$ cat src/rtl/adc_seq_pkg.sv
package adc_seq_pkg;
    typedef enum logic [1:0] {
        ST_ACQUIRE,
        ST_SHIFT,
        ST_NAP,
        ST_SLEEP
    } seq_state_t;

    localparam int FRAME_SLOTS = 16;
    localparam int LEAD_SLOTS  = 2;
    localparam int NAP_PULSES   = 2;
    localparam int SLEEP_PULSES = 4;
endpackage

$ cat src/rtl/level_tracker.sv
module level_tracker #(
    parameter int N = 2
) (
    input  logic         clk,
    input  logic         rst_n,
    input  logic [N-1:0] lvl,
    output logic [N-1:0] lvl_q
);
    for (genvar g = 0; g < N; g++) begin : g_bit
        always_ff @(posedge clk) begin
            if (!rst_n) lvl_q[g] <= 1'b0;
            else        lvl_q[g] <= lvl[g];
        end
    end
endmodule

$ cat src/rtl/pd_pulse_counter.sv
module pd_pulse_counter #(
    parameter int NAP_AT   = 2,
    parameter int SLEEP_AT = 4
) (
    input  logic clk,
    input  logic rst_n,
    input  logic conv_rise,
    input  logic sck_edge,
    output logic nap_hit,
    output logic sleep_hit
);
    localparam int CW = $clog2(SLEEP_AT + 1);
    localparam logic [CW-1:0] SAT = CW'(SLEEP_AT);

    logic [CW-1:0] cnt_q, cnt_d;

    always_comb begin
        cnt_d = cnt_q;
        if (sck_edge)
            cnt_d = conv_rise ? CW'(1) : '0;
        else if (conv_rise)
            cnt_d = (cnt_q >= SAT) ? SAT : cnt_q + CW'(1);
    end

    always_ff @(posedge clk) begin
        if (!rst_n) cnt_q <= '0;
        else        cnt_q <= cnt_d;
    end

    assign nap_hit   = conv_rise && (cnt_d >= CW'(NAP_AT));
    assign sleep_hit = conv_rise && (cnt_d >= SAT);
endmodule

$ cat src/rtl/result_shifter.sv
module result_shifter #(
    parameter int RES   = 14,
    parameter int SLOTS = 16,
    parameter int LEAD  = 2
) (
    input  logic           clk,
    input  logic           rst_n,
    input  logic           load,
    input  logic           shift,
    input  logic [RES-1:0] core_data,
    output logic           msb
);
    localparam int TAIL = SLOTS - LEAD - RES;

    logic [RES-1:0]   pend_q;
    logic [SLOTS-1:0] shreg_q;

    always_ff @(posedge clk) begin
        if (!rst_n) begin
            pend_q  <= '0;
            shreg_q <= '0;
        end else if (load) begin
            shreg_q <= SLOTS'(pend_q) << TAIL;
            pend_q  <= core_data;
        end else if (shift) begin
            shreg_q <= {shreg_q[SLOTS-2:0], 1'b0};
        end
    end

    assign msb = shreg_q[SLOTS-1];
endmodule

$ cat src/rtl/serial_adc_timing.sv
module serial_adc_timing
    import adc_seq_pkg::*;
#(
    parameter int RES = 14
) (
    input  logic           clk,
    input  logic           rst_n,
    input  logic           sck,
    input  logic           conv,
    input  logic [RES-1:0] core_data,
    output logic           sdo_bit,
    output logic           sdo_drive,
    output logic           hold,
    output logic           nap,
    output logic           sleep
);
    localparam int SLOT_W = $clog2(FRAME_SLOTS);
    localparam logic [SLOT_W-1:0] LAST_SLOT = SLOT_W'(FRAME_SLOTS - 1);

    initial begin
        if (RES != 12 && RES != 14)
            $error("RES must be 12 or 14");
    end

    logic [1:0] lvl_q;
    logic       sck_rise, sck_edge, conv_rise;
    logic       nap_hit, sleep_hit;
    logic       start, shift;

    seq_state_t        state_q, state_d;
    logic [SLOT_W-1:0] slot_q, slot_d;

    level_tracker #(.N(2)) u_levels (
        .clk   (clk),
        .rst_n (rst_n),
        .lvl   ({conv, sck}),
        .lvl_q (lvl_q)
    );

    assign sck_rise  = sck & ~lvl_q[0];
    assign sck_edge  = sck ^ lvl_q[0];
    assign conv_rise = conv & ~lvl_q[1];

    pd_pulse_counter #(
        .NAP_AT   (NAP_PULSES),
        .SLEEP_AT (SLEEP_PULSES)
    ) u_pd (
        .clk       (clk),
        .rst_n     (rst_n),
        .conv_rise (conv_rise),
        .sck_edge  (sck_edge),
        .nap_hit   (nap_hit),
        .sleep_hit (sleep_hit)
    );

    result_shifter #(
        .RES   (RES),
        .SLOTS (FRAME_SLOTS),
        .LEAD  (LEAD_SLOTS)
    ) u_shift (
        .clk       (clk),
        .rst_n     (rst_n),
        .load      (start),
        .shift     (shift),
        .core_data (core_data),
        .msb       (sdo_bit)
    );

    // next-state and frame control
    always_comb begin
        state_d = state_q;
        slot_d  = slot_q;
        start   = 1'b0;
        shift   = 1'b0;
        if (conv_rise) begin
            if (sleep_hit)      state_d = ST_SLEEP;
            else if (nap_hit)   state_d = ST_NAP;
            else begin
                state_d = ST_SHIFT;
                slot_d  = '0;
                start   = 1'b1;
            end
        end else begin
            unique case (state_q)
                ST_ACQUIRE: state_d = ST_ACQUIRE;
                ST_SHIFT: begin
                    if (sck_rise) begin
                        shift = 1'b1;
                        if (slot_q == LAST_SLOT) state_d = ST_ACQUIRE;
                        else                     slot_d  = slot_q + SLOT_W'(1);
                    end
                end
                ST_NAP, ST_SLEEP: begin
                    if (sck_edge) state_d = ST_ACQUIRE;
                end
                default: state_d = ST_ACQUIRE;
            endcase
        end
    end

    // state register
    always_ff @(posedge clk) begin
        if (!rst_n) begin
            state_q <= ST_ACQUIRE;
            slot_q  <= '0;
        end else begin
            state_q <= state_d;
            slot_q  <= slot_d;
        end
    end

    // output decode
    always_comb begin
        hold      = 1'b0;
        sdo_drive = 1'b0;
        nap       = 1'b0;
        sleep     = 1'b0;
        unique case (state_q)
            ST_ACQUIRE: ;
            ST_SHIFT: begin
                hold      = 1'b1;
                sdo_drive = 1'b1;
            end
            ST_NAP:   nap   = 1'b1;
            ST_SLEEP: sleep = 1'b1;
            default: ;
        endcase
    end
endmodule

$ cat config.mk
export PLATFORM = sky130hd
export DESIGN_NAME = serial_adc_timing
export DESIGN_NICKNAME = d
export VERILOG_FILES = /design/src/rtl/adc_seq_pkg.sv /design/src/rtl/level_tracker.sv /design/src/rtl/pd_pulse_counter.sv /design/src/rtl/result_shifter.sv /design/src/rtl/serial_adc_timing.sv
export SDC_FILE = /design/constraint.sdc
export NUM_CORES = 1
export LEC_CHECK = 0
export BUFFER_PORTS_ARGS = -buffer_cell sky130_fd_sc_hd__buf_2
export CAP_MARGIN = 20
export CORE_MARGIN = 10
export CORE_UTILIZATION = 34
export CTS_BUF_LIST = sky130_fd_sc_hd__clkbuf_8 sky130_fd_sc_hd__clkbuf_16
export DETAILED_ROUTE_END_ITERATION = 12
export PLACE_DENSITY_LB_ADDON = 0.2
export SLEW_MARGIN = 15
export SYNTH_ARGS = -nofsm -noshare
export SYNTH_HDL_FRONTEND = slang
export SYNTH_SLANG_ARGS = --single-unit
$ cat constraint.sdc
create_clock -name clk -period 1.95 [get_ports clk]
set_clock_uncertainty 0.15 [all_clocks]
set_input_delay 0.195 -clock clk [delete_from_list [all_inputs] [get_ports clk]]
set_output_delay 0.195 -clock clk [all_outputs]
set_load 0.05 [all_outputs]
# == Word level (Yosys, flattened, before mapping) ==
# Index checks and enable logic that the tools add are counted.
# word_totals
ramBits,0
input_bits,18
latch_bits,0
memories,0
ff_bits,41
rom_bits,0
out_inout_bits,5
elab_cells,67
# classes
div,0
multipliers,0
n_bitwise,6
shift,0
add_sub_neg,2
mux,28
reduce_logical,10
n_eq_ne,10
order_cmp,3
# ops
cell,count
2-to-1 mux 14 bit,2
2-to-1 mux 4 bit,6
2-to-1 mux 2 bit,6
2-to-1 mux 1 bit,10
2-to-1 mux 3 bit,3
"!= test 3 x 2 -> 1 bit, second input constant",3
"greater-or-equal comparator 3 bit, second input constant",2
one-hot mux 2 bit (3 select lines),1
nonzero test 2 bit,3
AND reduction 5 bit,1
"adder 4 x 1 -> 4 bit, second input constant",1
"equality test 2 bit, second input constant",2
"equality test 4 bit, second input constant",1
"!= test 2 bit, second input constant",2
OR reduction 2 bit,2
"adder 3 x 1 -> 3 bit, second input constant",1
"greater-or-equal comparator 3 x 2 -> 1 bit, second input constant",1
NOT 1 bit,3
AND reduction 3 bit,1
AND 1 bit,2
"equality test 2 x 1 -> 1 bit, second input constant",1
logical AND 1 bit,2
zero test 2 bit,1
"!= test 2 x 1 -> 1 bit, second input constant",1
XOR 1 bit,1

# == Depth between registers and ports, before layout ==
# logic_depth
depth_word,10
depth_mapped,8
depth_no_buf,6

# == Hierarchy ==
# From an unflattened synthesis, not the netlist that was laid out.
# unflattened
cells_unflattened,188
hier_area_um2,1974.4
# modules_own_cells
mod,area_each_um2,instances,seq_area_each_um2,cells_each
result_shifter,1341.3,1,600.6,115
serial_adc_timing,401.6,1,120.1,48
pd_pulse_counter,178.9,1,60.1,21
level_tracker,52.6,1,40.0,4

# == Least setup slack after synthesis ==
# No wires, ideal clock.
# synth_path
path_type,register to register
start,register with a tool-made name
end,register u_shift.shreg_q[2]
path_buffers,1
t_arrival_ps,1580
stages_incl_launch_ff,8
setup_ps,122
t_required_ps,1678
slack_ps,99
period_less_slack_ps,1851
path_cell_list,dfxtp_1 -> inv_1 -> ha_1 -> or3_4 -> a21o_4 -> buf_6 -> o21ai_1 -> a31oi_1
# synth_rtl
item,line_no,rtl
"end signal, assigned",result_shifter.sv:23,shreg_q <= SLOTS'(pend_q) << TAIL;
"end signal, assigned",result_shifter.sv:26,"shreg_q <= {shreg_q[SLOTS-2:0], 1'b0};"
"end, declared",result_shifter.sv:16,logic [SLOTS-1:0] shreg_q;

==> impl_metrics.env <==
export IMPL_period_minus_slack_ns=1.89
export IMPL_htree_num_levels=2
export IMPL_grt_max_degree=26
export IMPL_cap_violations=0
export IMPL_p_int_mw=1.42
export IMPL_ant_nets=0
export IMPL_slew_headroom_pct=74.9
export IMPL_min_from="core_data[6]"
export IMPL_antenna_found_initial=0
export IMPL_slew_violations=0
export IMPL_dp_hpwl_microns=2570
export IMPL_via_count=1483
export IMPL_async_reset_ff_share_pct=0
export IMPL_tns_ns=0
export IMPL_grt_pass1_wl_microns=6630
export IMPL_cp_arrival_ns=1.93
export IMPL_die_area_sq_um=8620
export IMPL_p_leak_nw=0.856
export IMPL_grt_overflow=0
export IMPL_rsz0062_at_grt="true"
export IMPL_dr_first_iter_drc_count=90
export IMPL_worst_setup_path_type="reg -> reg"
export IMPL_total_power_mw=1.89
export IMPL_crit_fanout=25
export IMPL_wire_per_inst_microns=11.8
export IMPL_final_cell_mix="nand2_1, dfxtp_1, buf_2"
export IMPL_hold_viol_final=0
export IMPL_rows=26
export IMPL_min_path_type="in -> reg"
export IMPL_drcViolationCount=0
export IMPL_slowest_delay_ns=0.36
export IMPL_initial_core_util_pct=35.1
export IMPL_avgSynthCellArea_sq_um=8.60
export IMPL_power_share_clock_pct=37.9
export IMPL_clk_path_buf_depth=2
export IMPL_syn_to_final_growth_pct=25.8
export IMPL_antennaDiodeCount=0
export IMPL_combinationalPowerShare_pct=13.8
export IMPL_yosys_warnings=0
export IMPL_seq_power_share_pct=48.3
export IMPL_cp_required_ns=1.98
export IMPL_routed_wl_microns=3770
export IMPL_ys_flop_type="dfxtp_1"
export IMPL_chipWidth_microns=92.9
export IMPL_die_y_microns=92.9
export IMPL_swShare_pct=24.7
export IMPL_drive_gt1_share_pct=24.0
export IMPL_finalWorstSetupSlack_ns=0.0553
export IMPL_cpMaxStageDelayCell="or3_4"
export IMPL_synth_edff_count=0
export IMPL_core_area_sq_um=5140
export IMPL_layout_commonest_cell="nand2_1"
export IMPL_nets=271
export IMPL_max_freq_mhz=528
export IMPL_cts_root_buf="clkbuf_8"
export IMPL_tritoncts="done"
export IMPL_end_kind="flip-flop"
export IMPL_syn_nets=232
export IMPL_cts_buffers=5
export IMPL_port_buffers=22
export IMPL_io_pins=23
export IMPL_grt_pass1_vias=1505
export IMPL_place_ws_ns=0.00589
export IMPL_via_per_inst=4.63
export IMPL_start_kind="flip-flop"
export IMPL_p_switching_mw=0.467
export IMPL_path_clk_slew_ns=0.08
export IMPL_setup_viol=0
export IMPL_post_route_period_util_pct=97.2
export IMPL_yosysSeqAreaShare_pct=45.5
export IMPL_gp_congestion=0.718
export IMPL_dr_pass1_iters=4
export IMPL_ir_worst_vdd_v=0.000514
export IMPL_synth_cells=210
export IMPL_crit_chain="inv_1 -> ha_1 -> or3_4 -> a21o_4 -> buf_12 -> o21ai_1 -> a31oi_1"
export IMPL_cts_sink_count=41
export IMPL_syn_area_sq_um=1810
export IMPL_yosysUniqueCellTypes=35
export IMPL_clk_latency_ns=0.29
export IMPL_yosys_register_bits=41
export IMPL_status="complete, no violations"
export IMPL_utilization_pct=44.2
export IMPL_worstMarginPinSlew_ns=0.377
export IMPL_track_usage_pct=9.36
export IMPL_powerDensity_nw_per_um2=832
==> layout make-up <==
cell class                      count  area [sq um]
Clock inverter                      2          37.5
Multi-Input combinational cell    152           882
Fill cell                         561          2870
Inverter                            4          15.0
Clock buffer                        6          82.6
Timing Repair Buffer               45           343
Tap cell                           70          87.6
Sequential cell                    41           823
==> state kept, by name, indices dropped and copies added, names as in the netlist, named ones only <==
| register | count |
|---|---|
| slot_q | 4 |
| state_q | 2 |
| u_levels.lvl_q | 2 |
| u_pd.cnt_q | 2 |
| u_shift.pend_q | 14 |
| u_shift.shreg_q | 16 |
==> logic make-up (layout without fill, tap and decap cells) <==
kind of cell	Yosys count	in the layout	share of synthesized area (%)
compound gates	57	57	23.4
xor+xnor	1	1	0.485
fa+ha+maj	4	4	2.77
buf+inv	17	57	6.37
flops	41	41	45.5
simple gates	90	90	21.5
==> power by group through the flow <==
stage / clock network, mW / logic (mW) / registers [mW]
6_report: 0.716 / 0.261 / 0.912
5_1_grt: 0.776 / 0.292 / 0.919
4_1_cts: 0.738 / 0.262 / 0.912
3_5_place_dp: 0 / 0.240 / 0.931
3_3_place_gp: 0 / 0.237 / 0.931
2_1_floorplan: 0 / 0.183 / 0.924
==> path summary, 6_finish.rpt <==
| path | end | slack [ns] | depth (start not counted) |
|---|---|---|---|
| hold / removal | u_shift.pend_q[6] | 0.01 | 3 |
| setup reg to reg | u_shift.shreg_q[10] | 0.06 | 7 |
| setup / recovery | u_shift.shreg_q[10] | 0.06 | 7 |
| hold reg to reg | u_shift.shreg_q[14] | 0.31 | 2 |
==> timing repair <==
item,CTS,global route
buffers inserted,0,0
cloned,0,0
hold endpoints to repair,14,0
pin swaps,0,2
hold buffers,14,0
setup endpoints to repair,1,18
resized for setup,1,4
==> critical path, delay by kind of cell, from the launching register on <==
kind	cells	cell delay, ns
AOI/OAI and AO/OA	3	0.42
adders and majority gates	1	0.30
buffers and inverters	2	0.21
DFF	1	0.35
and+or+nand+nor	1	0.36
==> synth_stat cells (2+ instances only) <==
master	number	area share [%]
buf_6	5	3.1
nand3_1	7	1.9
nor2_1	4	0.83
dfxtp_1	41	45
a31oi_1	12	4.2
a21oi_1	7	1.9
nand2_1	65	14
a21boi_2	10	6.2
nor2b_1	2	0.69
o21ai_1	10	2.8
nor3_1	2	0.55
inv_1	4	0.83
buf_4	3	1.2
clkbuf_1	3	0.62
and2_1	4	1.4
ha_1	4	2.8
o21ai_0	2	0.55
o21ai_2	2	0.97
a21boi_0	7	2.9
==> metal layers <==
layer	wire length, microns	up-vias	track usage, %
met5	0	-	0
met4	85	0	5.27
met3	99	6	2.50
met2	1700	18	15.3
met1	1880	665	10.8
li1	-	794	-
==> through the flow <==
| step | instance area [sq um] | hold slack (ns) | instances |
|---|---|---|---|
| after floorplan | 1810 | 0.156 | 210 |
| after global placement | 2000 | 0.275 | 298 |
| after detailed placement | 2000 | 0.280 | 298 |
| after CTS | 2260 | 0.000370 | 320 |
| after global routing | 2270 | 0.000263 | 320 |
| final | 2270 | 0.0123 | 320 |
No activity file was read; power rests on OpenSTA's default activity.
